===== config.mk =====
export PLATFORM = sky130hd
export DESIGN_NAME = sensor_adc_reader
export DESIGN_NICKNAME = d
export VERILOG_FILES = /design/src/rtl/sar_pkg.sv /design/src/rtl/sar_half_tick.sv /design/src/rtl/sar_tx_shift.sv /design/src/rtl/sar_rx_capture.sv /design/src/rtl/sar_frame_unpack.sv /design/src/rtl/sensor_adc_reader.sv
export SDC_FILE = /design/constraint.sdc
export NUM_CORES = 1
export LEC_CHECK = 0
export CAP_MARGIN = 20
export CELL_PAD_IN_SITES_DETAIL_PLACEMENT = 1
export CELL_PAD_IN_SITES_GLOBAL_PLACEMENT = 2
export CORE_UTILIZATION = 34
export CTS_BUF_LIST = sky130_fd_sc_hd__clkbuf_2 sky130_fd_sc_hd__clkbuf_4 sky130_fd_sc_hd__clkbuf_8
export CTS_CLUSTER_SIZE = 30
export DETAILED_ROUTE_END_ITERATION = 10
export DONT_BUFFER_PORTS = 1
export PLACE_DENSITY = 0.72
export SYNTH_ARGS = -nofsm -noshare
export SYNTH_HDL_FRONTEND = slang
export SYNTH_HIERARCHICAL = 1
export SYNTH_SLANG_ARGS = --single-unit

===== constraint.sdc =====
create_clock -name clk -period 7 [get_ports clk]
set_input_delay 1.4 -clock clk [delete_from_list [all_inputs] [get_ports clk]]
set_output_delay 1.4 -clock clk [all_outputs]
set_load 0.02 [all_outputs]

===== src/rtl/sar_pkg.sv =====
package sar_pkg;
  localparam int BYTE_W  = 8;
  localparam int CHAN_W  = BYTE_W - 2;
  localparam int FRAME_W = 16;
  localparam int RES_W   = 12;
  localparam int TEMP_LSB = 2;
  localparam int VOLT_LSB = FRAME_W - RES_W;
  localparam logic [1:0] CFG_TAG  = 2'b10;
  localparam logic [1:0] CONV_TAG = 2'b11;

  typedef enum logic [2:0] {
    ST_IDLE,
    ST_SETUP,
    ST_TX,
    ST_WAIT,
    ST_RX,
    ST_HOLD
  } sar_state_e;
endpackage


===== src/rtl/sar_half_tick.sv =====
module sar_half_tick #(
  parameter int HALF_CLKS = 2
) (
  input  logic clk,
  input  logic rst_n,
  input  logic en,
  output logic tick
);
  localparam int CW = (HALF_CLKS > 1) ? $clog2(HALF_CLKS) : 1;
  localparam logic [CW-1:0] LAST = CW'(HALF_CLKS - 1);

  logic [CW-1:0] cnt;

  always_comb tick = en && (cnt == LAST);

  always_ff @(posedge clk) begin
    if (!rst_n)          cnt <= '0;
    else if (!en || tick) cnt <= '0;
    else                 cnt <= cnt + 1'b1;
  end

  p_tick_needs_en_r2: assert property (@(posedge clk) disable iff (!rst_n)
    !en |=> !tick);
endmodule


===== src/rtl/sar_tx_shift.sv =====
module sar_tx_shift #(
  parameter int W = 8
) (
  input  logic         clk,
  input  logic         rst_n,
  input  logic         clear,
  input  logic         load,
  input  logic [W-1:0] load_val,
  input  logic         shift,
  output logic         msb
);
  logic [W-1:0] sr;

  always_ff @(posedge clk) begin
    if (!rst_n)     sr <= '0;
    else if (clear) sr <= '0;
    else if (load)  sr <= load_val;
    else if (shift) sr <= {sr[W-2:0], 1'b0};
  end

  assign msb = sr[W-1];
endmodule


===== src/rtl/sar_rx_capture.sv =====
module sar_rx_capture #(
  parameter int W = 16
) (
  input  logic         clk,
  input  logic         rst_n,
  input  logic         clear,
  input  logic         sample,
  input  logic         bit_in,
  output logic [W-1:0] word
);
  always_ff @(posedge clk) begin
    if (!rst_n)      word <= '0;
    else if (clear)  word <= '0;
    else if (sample) word <= {word[W-2:0], bit_in};
  end
endmodule


===== src/rtl/sar_frame_unpack.sv =====
module sar_frame_unpack
  import sar_pkg::*;
(
  input  logic [FRAME_W-1:0] frame,
  input  logic               is_temp,
  output logic [RES_W-1:0]   value
);
  always_comb begin
    if (is_temp) value = frame[TEMP_LSB +: RES_W];
    else         value = frame[VOLT_LSB +: RES_W];
  end
endmodule


===== src/rtl/sensor_adc_reader.sv =====
module sensor_adc_reader
  import sar_pkg::*;
#(
  parameter int HALF_CLKS  = 2,
  parameter int WAIT_LIMIT = 3000,
  parameter int REF_W      = 2
) (
  input  logic              clk,
  input  logic              rst_n,
  input  logic              req_valid,
  output logic              req_ready,
  input  logic [REF_W-1:0]  req_ref,
  input  logic [CHAN_W-1:0] req_chan,
  input  logic              req_temp,
  output logic              res_valid,
  output logic [RES_W-1:0]  res_data,
  output logic              res_temp,
  output logic              busy,
  output logic              err_timeout,
  output logic              cs_n,
  output logic              sclk,
  output logic              din,
  input  logic              dout,
  input  logic              sstrb
);
  localparam int BIT_W = $clog2(FRAME_W);
  localparam int TO_W  = $clog2(WAIT_LIMIT + 1);
  localparam logic [BIT_W-1:0] LAST_TX = BIT_W'(BYTE_W - 1);
  localparam logic [BIT_W-1:0] LAST_RX = BIT_W'(FRAME_W - 1);
  localparam logic [TO_W-1:0]  TO_LAST = TO_W'(WAIT_LIMIT - 1);

  sar_state_e         state;
  logic               sclk_r, cs_n_r, sstrb_q;
  logic               cfg_known, send_cfg, temp_q;
  logic [REF_W-1:0]   last_ref;
  logic [BYTE_W-1:0]  conv_q;
  logic [BIT_W-1:0]   bitcnt;
  logic [TO_W-1:0]    to_cnt;
  logic               res_valid_r, err_r, res_temp_r;
  logic [RES_W-1:0]   res_data_r;

  logic               tick, tick_en, accept, need_cfg, strobe_rise;
  logic [BYTE_W-1:0]  cfg_byte, conv_now, tx_val;
  logic               tx_load, tx_shift, tx_clear, tx_msb;
  logic               rx_sample;
  logic [FRAME_W-1:0] rx_word;
  logic [RES_W-1:0]   unpacked;

  assign accept      = req_valid && (state == ST_IDLE);
  assign need_cfg    = !cfg_known || (req_ref != last_ref);
  assign cfg_byte    = {CFG_TAG, {(CHAN_W - REF_W){1'b0}}, req_ref};
  assign conv_now    = {CONV_TAG, req_chan};
  assign strobe_rise = sstrb && !sstrb_q;
  assign tick_en     = (state == ST_SETUP) || (state == ST_TX) ||
                       (state == ST_RX) || (state == ST_HOLD);
  assign rx_sample   = (state == ST_RX) && tick && !sclk_r;

  always_comb begin
    tx_load  = 1'b0;
    tx_shift = 1'b0;
    tx_clear = 1'b0;
    tx_val   = conv_q;
    if (accept) begin
      tx_load = 1'b1;
      tx_val  = need_cfg ? cfg_byte : conv_now;
    end else if (state == ST_TX && tick && sclk_r) begin
      if (bitcnt == LAST_TX) begin
        if (send_cfg) tx_load  = 1'b1;
        else          tx_clear = 1'b1;
      end else begin
        tx_shift = 1'b1;
      end
    end
  end

  sar_half_tick #(.HALF_CLKS(HALF_CLKS)) u_tick (
    .clk(clk), .rst_n(rst_n), .en(tick_en), .tick(tick)
  );

  sar_tx_shift #(.W(BYTE_W)) u_tx (
    .clk(clk), .rst_n(rst_n), .clear(tx_clear), .load(tx_load),
    .load_val(tx_val), .shift(tx_shift), .msb(tx_msb)
  );

  sar_rx_capture #(.W(FRAME_W)) u_rx (
    .clk(clk), .rst_n(rst_n), .clear(accept), .sample(rx_sample),
    .bit_in(dout), .word(rx_word)
  );

  sar_frame_unpack u_unpack (
    .frame(rx_word), .is_temp(temp_q), .value(unpacked)
  );

  always_ff @(posedge clk) begin
    if (!rst_n) begin
      state       <= ST_IDLE;
      sclk_r      <= 1'b0;
      cs_n_r      <= 1'b1;
      sstrb_q     <= 1'b1;
      cfg_known   <= 1'b0;
      send_cfg    <= 1'b0;
      temp_q      <= 1'b0;
      last_ref    <= '0;
      conv_q      <= '0;
      bitcnt      <= '0;
      to_cnt      <= '0;
      res_valid_r <= 1'b0;
      err_r       <= 1'b0;
      res_temp_r  <= 1'b0;
      res_data_r  <= '0;
    end else begin
      res_valid_r <= 1'b0;
      err_r       <= 1'b0;
      sstrb_q     <= sstrb;
      case (state)
        ST_IDLE: begin
          if (accept) begin
            cs_n_r    <= 1'b0;
            send_cfg  <= need_cfg;
            conv_q    <= conv_now;
            temp_q    <= req_temp;
            cfg_known <= 1'b1;
            last_ref  <= req_ref;
            bitcnt    <= '0;
            state     <= ST_SETUP;
          end
        end
        ST_SETUP: if (tick) state <= ST_TX;
        ST_TX: begin
          if (tick) begin
            if (!sclk_r) begin
              sclk_r <= 1'b1;
            end else begin
              sclk_r <= 1'b0;
              if (bitcnt == LAST_TX) begin
                bitcnt <= '0;
                if (send_cfg) begin
                  send_cfg <= 1'b0;
                end else begin
                  to_cnt <= '0;
                  state  <= ST_WAIT;
                end
              end else begin
                bitcnt <= bitcnt + 1'b1;
              end
            end
          end
        end
        ST_WAIT: begin
          if (strobe_rise) begin
            state <= ST_RX;
          end else if (to_cnt == TO_LAST) begin
            err_r  <= 1'b1;
            cs_n_r <= 1'b1;
            state  <= ST_IDLE;
          end else begin
            to_cnt <= to_cnt + 1'b1;
          end
        end
        ST_RX: begin
          if (tick) begin
            if (!sclk_r) begin
              sclk_r <= 1'b1;
            end else begin
              sclk_r <= 1'b0;
              if (bitcnt == LAST_RX) state  <= ST_HOLD;
              else                   bitcnt <= bitcnt + 1'b1;
            end
          end
        end
        ST_HOLD: begin
          if (tick) begin
            cs_n_r      <= 1'b1;
            res_valid_r <= 1'b1;
            res_data_r  <= unpacked;
            res_temp_r  <= temp_q;
            state       <= ST_IDLE;
          end
        end
        default: state <= ST_IDLE;
      endcase
    end
  end

  assign busy        = (state != ST_IDLE);
  assign req_ready   = (state == ST_IDLE);
  assign cs_n        = cs_n_r;
  assign sclk        = sclk_r;
  assign din         = tx_msb;
  assign res_valid   = res_valid_r;
  assign res_data    = res_data_r;
  assign res_temp    = res_temp_r;
  assign err_timeout = err_r;

  // Checker state: rising serial-clock edges since the strobe wait.
  logic [BIT_W:0] a_rx_rises;
  logic           a_sclk_d;
  always_ff @(posedge clk) begin
    if (!rst_n) begin
      a_rx_rises <= '0;
      a_sclk_d   <= 1'b0;
    end else begin
      a_sclk_d <= sclk_r;
      if (state == ST_WAIT)                       a_rx_rises <= '0;
      else if (sclk_r && !a_sclk_d && cs_n_r == 1'b0 &&
               (state == ST_RX || state == ST_HOLD)) a_rx_rises <= a_rx_rises + 1'b1;
    end
  end

  p_din_stable_high_r2: assert property (@(posedge clk) disable iff (!rst_n)
    (!cs_n && sclk && $past(sclk)) |-> $stable(din));
  p_sclk_parked_r5: assert property (@(posedge clk) disable iff (!rst_n)
    (!cs_n && !sstrb_q) |-> !sclk);
  p_sixteen_bits_r6: assert property (@(posedge clk) disable iff (!rst_n)
    res_valid |-> (a_rx_rises == (BIT_W+1)'(FRAME_W)));
  p_cs_release_r9: assert property (@(posedge clk) disable iff (!rst_n)
    res_valid |-> (cs_n && !$past(cs_n)));
  p_end_exclusive_r10: assert property (@(posedge clk) disable iff (!rst_n)
    !(res_valid && err_timeout));
  p_accept_busy_r11: assert property (@(posedge clk) disable iff (!rst_n)
    (req_valid && req_ready) |=> busy);
  p_cs_only_busy_r11: assert property (@(posedge clk) disable iff (!rst_n)
    !cs_n |-> busy);
endmodule


Yosys cells after proc, flatten, opt, wreduce, memory -nomap -nowiden
Index checks and enable logic that the tools add are counted.

Logic and storage cells: 141. Bits in registers: 74. Input port bits: 14.

Reductions and logical operators: 37. Add/sub/neg operators: 3. Equal/unequal tests: 24. Bitwise logic cells: 2. Muxes and demuxes: 57.

Operators with widths (count): 2-to-1 mux 12 bit (7); 2-to-1 mux 3 bit (12); 2-to-1 mux 4 bit (7); 2-to-1 mux 8 bit (3); case mux 12 bit (2 select lines) (1); 2-to-1 mux 1 bit (22); inequality test 2 bit (second input constant) (11); case mux 3 bit (6 select lines) (1); AND reduction 7 bit (2); adder 12 x 1 -> 12 bit (second input constant) (1); equality test 12 bit (second input constant) (1); case mux 4 bit (3 select lines) (1); AND reduction 11 bit (1); AND reduction 5 bit (2); nonzero test 3 bit (3); AND reduction 2 bit (4); OR reduction 2 bit (4); logical AND 1 bit (7); 2-to-1 mux 7 bit (1); equality test 3 x 2 -> 1 bit (second input constant) (2); equality test 3 bit (second input constant) (2); inequality test 2 x 1 -> 1 bit (second input constant) (3); nonzero test 2 bit (3); logical OR 1 bit (5); 13 further kinds (17).

Longest topological paths before layout
Word-level depth: 11. Depth in mapped cells: 11. Mapped depth without buffers: 9.

Modules after synthesis
The synthesis kept the hierarchy.

Modules (own cells, without submodules): sensor_adc_reader (cells an instance 304, area each 2349.8 µm², times used 1); sar_rx_capture (cells an instance 53, area each 594.3 µm², times used 1); sar_tx_shift (cells an instance 36, area each 379.1 µm², times used 1); sar_frame_unpack (cells an instance 13, area each 183.9 µm², times used 1); sar_half_tick (cells an instance 3, area each 36.3 µm², times used 1).

Worst setup path before layout
Ideal clock, no wire load.

Path kind: input -> register. Start point: in req_valid. End point: reg u_tx.sr[1]. Data arrival time: 2.536 ns. Path slack: 4.379 ns. Library setup time: 0.086 ns. Data required time: 6.914 ns. Cell stages on the path: 7. Cell sequence: nand3_1 inv_1 buf_2 nor2_1 nor2_1 inv_1 a211oi_1.

Cells in the longest elaborated chain, start to end: 3.

RTL lines: start: declaration (line sensor_adc_reader.sv:10) `input logic req_valid,`; logical AND 1 bit (*) (line sensor_adc_reader.sv:49) `assign accept = req_valid && (state == ST_IDLE);`; named net accept (line sensor_adc_reader.sv:42) `logic tick, tick_en, accept, need_cfg, strobe_rise;`; 2-to-1 mux 1 bit (*) (line sensor_adc_reader.sv:63) `if (accept) begin`; named net tx_load (line sensor_adc_reader.sv:44) `logic tx_load, tx_shift, tx_clear, tx_msb;`; 2-to-1 mux 8 bit or nonzero test 2 bit (tied branches); end signal: assignment (line sar_tx_shift.sv:17) `else if (load) sr <= load_val;`; end signal: assignment (line sar_tx_shift.sv:18) `else if (shift) sr <= {sr[W-2:0], 1'b0};`; end: declaration (line sar_tx_shift.sv:12) `logic [W-1:0] sr;`.

Mark *: on every way through the listed nets, which the timed path passes. The rest lies on a longest branch. A chain may end at the register's enable or synchronous reset.

Worst setup path in the final report
Start point: in req_valid. End point: reg u_tx.sr[5].

Cells in the longest elaborated chain, start to end: 3.

RTL lines (line): logical AND 1 bit (*) (sensor_adc_reader.sv:49); 2-to-1 mux 1 bit (*) (sensor_adc_reader.sv:63); named net tx_load (sensor_adc_reader.sv:44); 2-to-1 mux 8 bit or nonzero test 2 bit (tied branches).

Marks and branches as above.

==> results.md <==
* Routed len/inst at ~15 µm
* Async SR Flop Fraction at 0
* Setup violations, final at 0
* Post-CTS Setup Bufs at 0
* P_leak at about 1.2 nW
* Detailed Route WL at about 8200 µm
* # IOs at 34
* Clk Latency, worst-skew pair at 0.35 ns
* Post-Syn Instances at roughly 410
* Final Power at about 1.0 mW
* Setup CP Type: in -> reg
* Remaining antenna violation count after routing at 0
* Final period util at 0.449
* # clock sinks at between 70 and 80
* Fmax at approximately 320 MHz
* Clock Tree Buf Depth at 2
* Final hold viol count at 0
* Fill cells at 1,190
* Status: finished, final reports clean
* Routed vias at 2,784
* Number of antenna diodes at 0
* Vias in the first global route at ~2,800
* Setup slack, reg-to-reg at 3.96 ns
* Drt drc at 0
* Fraction of layout cells with a size suffix above 1 at 0.0963
* Synth Cell Area at approximately 3500 µm²
* TNS Setup at 0 ns
* Row count at 36
* Die area at approximately 11,000 µm²
* Initial Util at 0.356
* Required time worst endpoint at between 7 and 8 ns
* CTS Buf Count at 9
* Layout Nets at 416
* Storage cell area at between 1000 and 1500 µm²
* Slew Limit Fails at 0
* Startpoint Class: primary input
* Root Buffer: clkbuf_8
* PwrDens at 275 nW/µm²
* Die H at between 100 and 150 µm
* CTS tree: built
* Post-synth cell types at 53
* Final Wtd Congestion at 0.706
* Slew headroom at 0.332
* Routed vias/inst at around 5.2
* Antenna violations before repair at 0
* CP arrival at approximately 3.4 ns
* Global Route Usage Sum at 0.165
* Hold wc startpoint: conv_q[2]
* Largest net degree at the start of global routing at 31
* Multiplexer share of the synthesized area at 0.119
* First DRT Iteration DRCs at 79
* Worst Tran Pin Value at between 1 and 1.5 ns
* Post-Synth XOR/XNOR Area at 0.0148
* Top_reg_cell synth: dfxtp_1
* Worst path most repeated cell: inv_1
* Compound-Gate Fraction of Synth Area at 0.137
* Reg2reg path depth at 7
* Max Cap Violations at 0
* Footprint of the multi-input gates at between 1500 and 2000 µm²
* H-tree depth at 3
* CP Max Fanout at 16
* Largest family of logic cells by synthesized area: simple AND/OR/NAND/NOR gates
* Number of synthesized register bits at 73
* Clock slew at reported path FFs at 0.08 ns
* RR Startpoint: state[0]
* Skew final at ~0.011 ns
* CP Cell Sequence: nand3_1 > inv_1 > a21oi_1 > nor2_1 > inv_1 > a211oi_1
* CP Capture Type: register
* Critical path destination: u_tx/sr[5]
* Synth Warn # at 6
* DR pass1 iterations at 4
* Post-synth EDFFs at 0
* Cts-stage hold buffer count at 0
* RSZ-0062 raised after global routing: false
* # port buffers at 0
* Slowest CP cell: inv_1
* Setup crit start: req_valid
* Slowest Stage Delay on Critical Path at 0.53 ns
* First-pass GRT wire length at between 10,000 and 15,000 µm
* Hold Crit Class: reg -> reg
* Core area at approximately 10000 µm²
* Die X at 104 µm
* VDD IR max at around 110 µV
* Area growth, synth to finish at 6.78%
* DP HPWL at around 5700 µm
* Sequential element share of the synthesized area at 0.412
* GRT overflow at 0
* Syn_nets at 425
* Cts repair resizes at 0
* Post-Synth Simple-Gate Area at 0.254
* Post-synthesis adder-cell area fraction at 0.00706
* R2r endpoint: u_tx/sr[5]
* Syn Area/Cell at around 8.7 µm²
* Fin crit period at 3.14 ns
Yosys cell counts, drive strengths merged (8+ instances only):
cell     n  area, µm²
inv      9       33.8
a21oi   45        229
dfxtp   73       1460
mux2    12        173
clkbuf   9       35.0
nor2    31        116
o21ai    9       45.0
nor2b   10       62.6
nand2b  10       65.1
buf     13        126
mux2i   25        250
nand3   11       55.1
nand2   75        282
a211oi   8       60.1
cell families (layout without fill, tap and decap cells):
group	count (synthesis)	in the layout
and+or+nand+nor	180	180
AOI/OAI and AO/OA	80	80
DFF	73	73
muxes	37	37
buffers and inverters	31	27
xor gates and xnor gates	6	6
adders and majority gates	2	2
cell type report:
type | instances | share of cell area
multi-input combinational | 305 | 0.500
timing repair buffer | 2 | 0.00397
inverter | 9 | 0.00893
clock buffer | 12 | 0.0437
sequential | 73 | 0.386
tap | 133 | 0.0440
clock inverter | 4 | 0.0132
worst max-delay path, delay by kind of cell:
family / cells / cell delay (ns)
compound gates: 2 / 0.39
buf+inv: 2 / 0.76
simple gates: 2 / 0.84
per-stage QoR:
stage	instance area, µm²	hold WS (ns)	worst slack, ns	utilization	std cells
after global placement	3570	0.446	3.60	0.358	522
after detailed placement	3570	0.459	3.42	0.358	522
final	3780	0.465	3.86	0.380	538
after global routing	3780	0.489	3.49	0.380	538
after floorplan	3540	0.433	4.38	-	409
after CTS	3780	0.469	3.81	0.380	538
power breakdown:
group / leakage (nW) / switching [mW] / internal, mW
registers: 0.592 / 0.0469 / 0.452
clock network: 0.105 / 0.159 / 0.193
logic: 0.541 / 0.113 / 0.0751
total: 1.24 / 0.319 / 0.721
worst min-delay path by stage:
stage | to | slack (ns) | cells past startpoint
3_5_place_dp | conv_q[2] | 0.46 | 2
5_1_grt | conv_q[2] | 0.49 | 2
3_3_place_gp | conv_q[1] | 0.45 | 2
4_1_cts | conv_q[2] | 0.47 | 2
6_report | conv_q[2] | 0.47 | 2
2_1_floorplan | conv_q[1] | 0.43 | 2
cells in the final DEF, fill, tap and decap left out, types with 2 or more instances in the layout:
cell type and n:
mux2_4 10, nand4bb_1 2, nor4_1 4, ha_1 2, xnor2_1 6, a21oi_1 44
o21ai_0 9, or4_1 4, a31oi_1 2, clkbuf_8 12, clkinvlp_4 2, or3_1 5
nor3b_1 2, nor2_1 31, a211oi_1 8, buf_4 2, nand2b_1 9, nand4_1 3
mux2_2 2, inv_1 9, nor2b_1 10, o211ai_1 2, nand2_1 75, mux2i_1 25
o31ai_1 5, nor3_1 5, nand4b_1 3, and3b_1 2, nand3_1 11, dfxtp_1 73
and2_1 4
registers in the layout (all words and copies together) (netlist names):
| name | cells |
|---|---|
| send_cfg | 1 |
| u_rx/word | 16 |
| u_tx/sr | 8 |
| state | 3 |
| bitcnt | 4 |
| cs_n | 1 |
| to_cnt | 12 |
| conv_q | 6 |
| u_tick/cnt | 1 |
| temp_q | 1 |
| err_timeout | 1 |
| last_ref | 2 |
| res_data | 12 |
| res_valid | 1 |
| cfg_known | 1 |
| sstrb_q | 1 |
| sclk | 1 |
| res_temp | 1 |
layer usage:
metal	wire [µm]	GRT usage	vias to the layer above
met5	0	0	-
met4	118	0.0643	0
met3	241	0.0414	10
met2	3810	0.260	28
met1	4060	0.216	1338
li1	-	-	1408
Power figures use the tool's default switching activity.
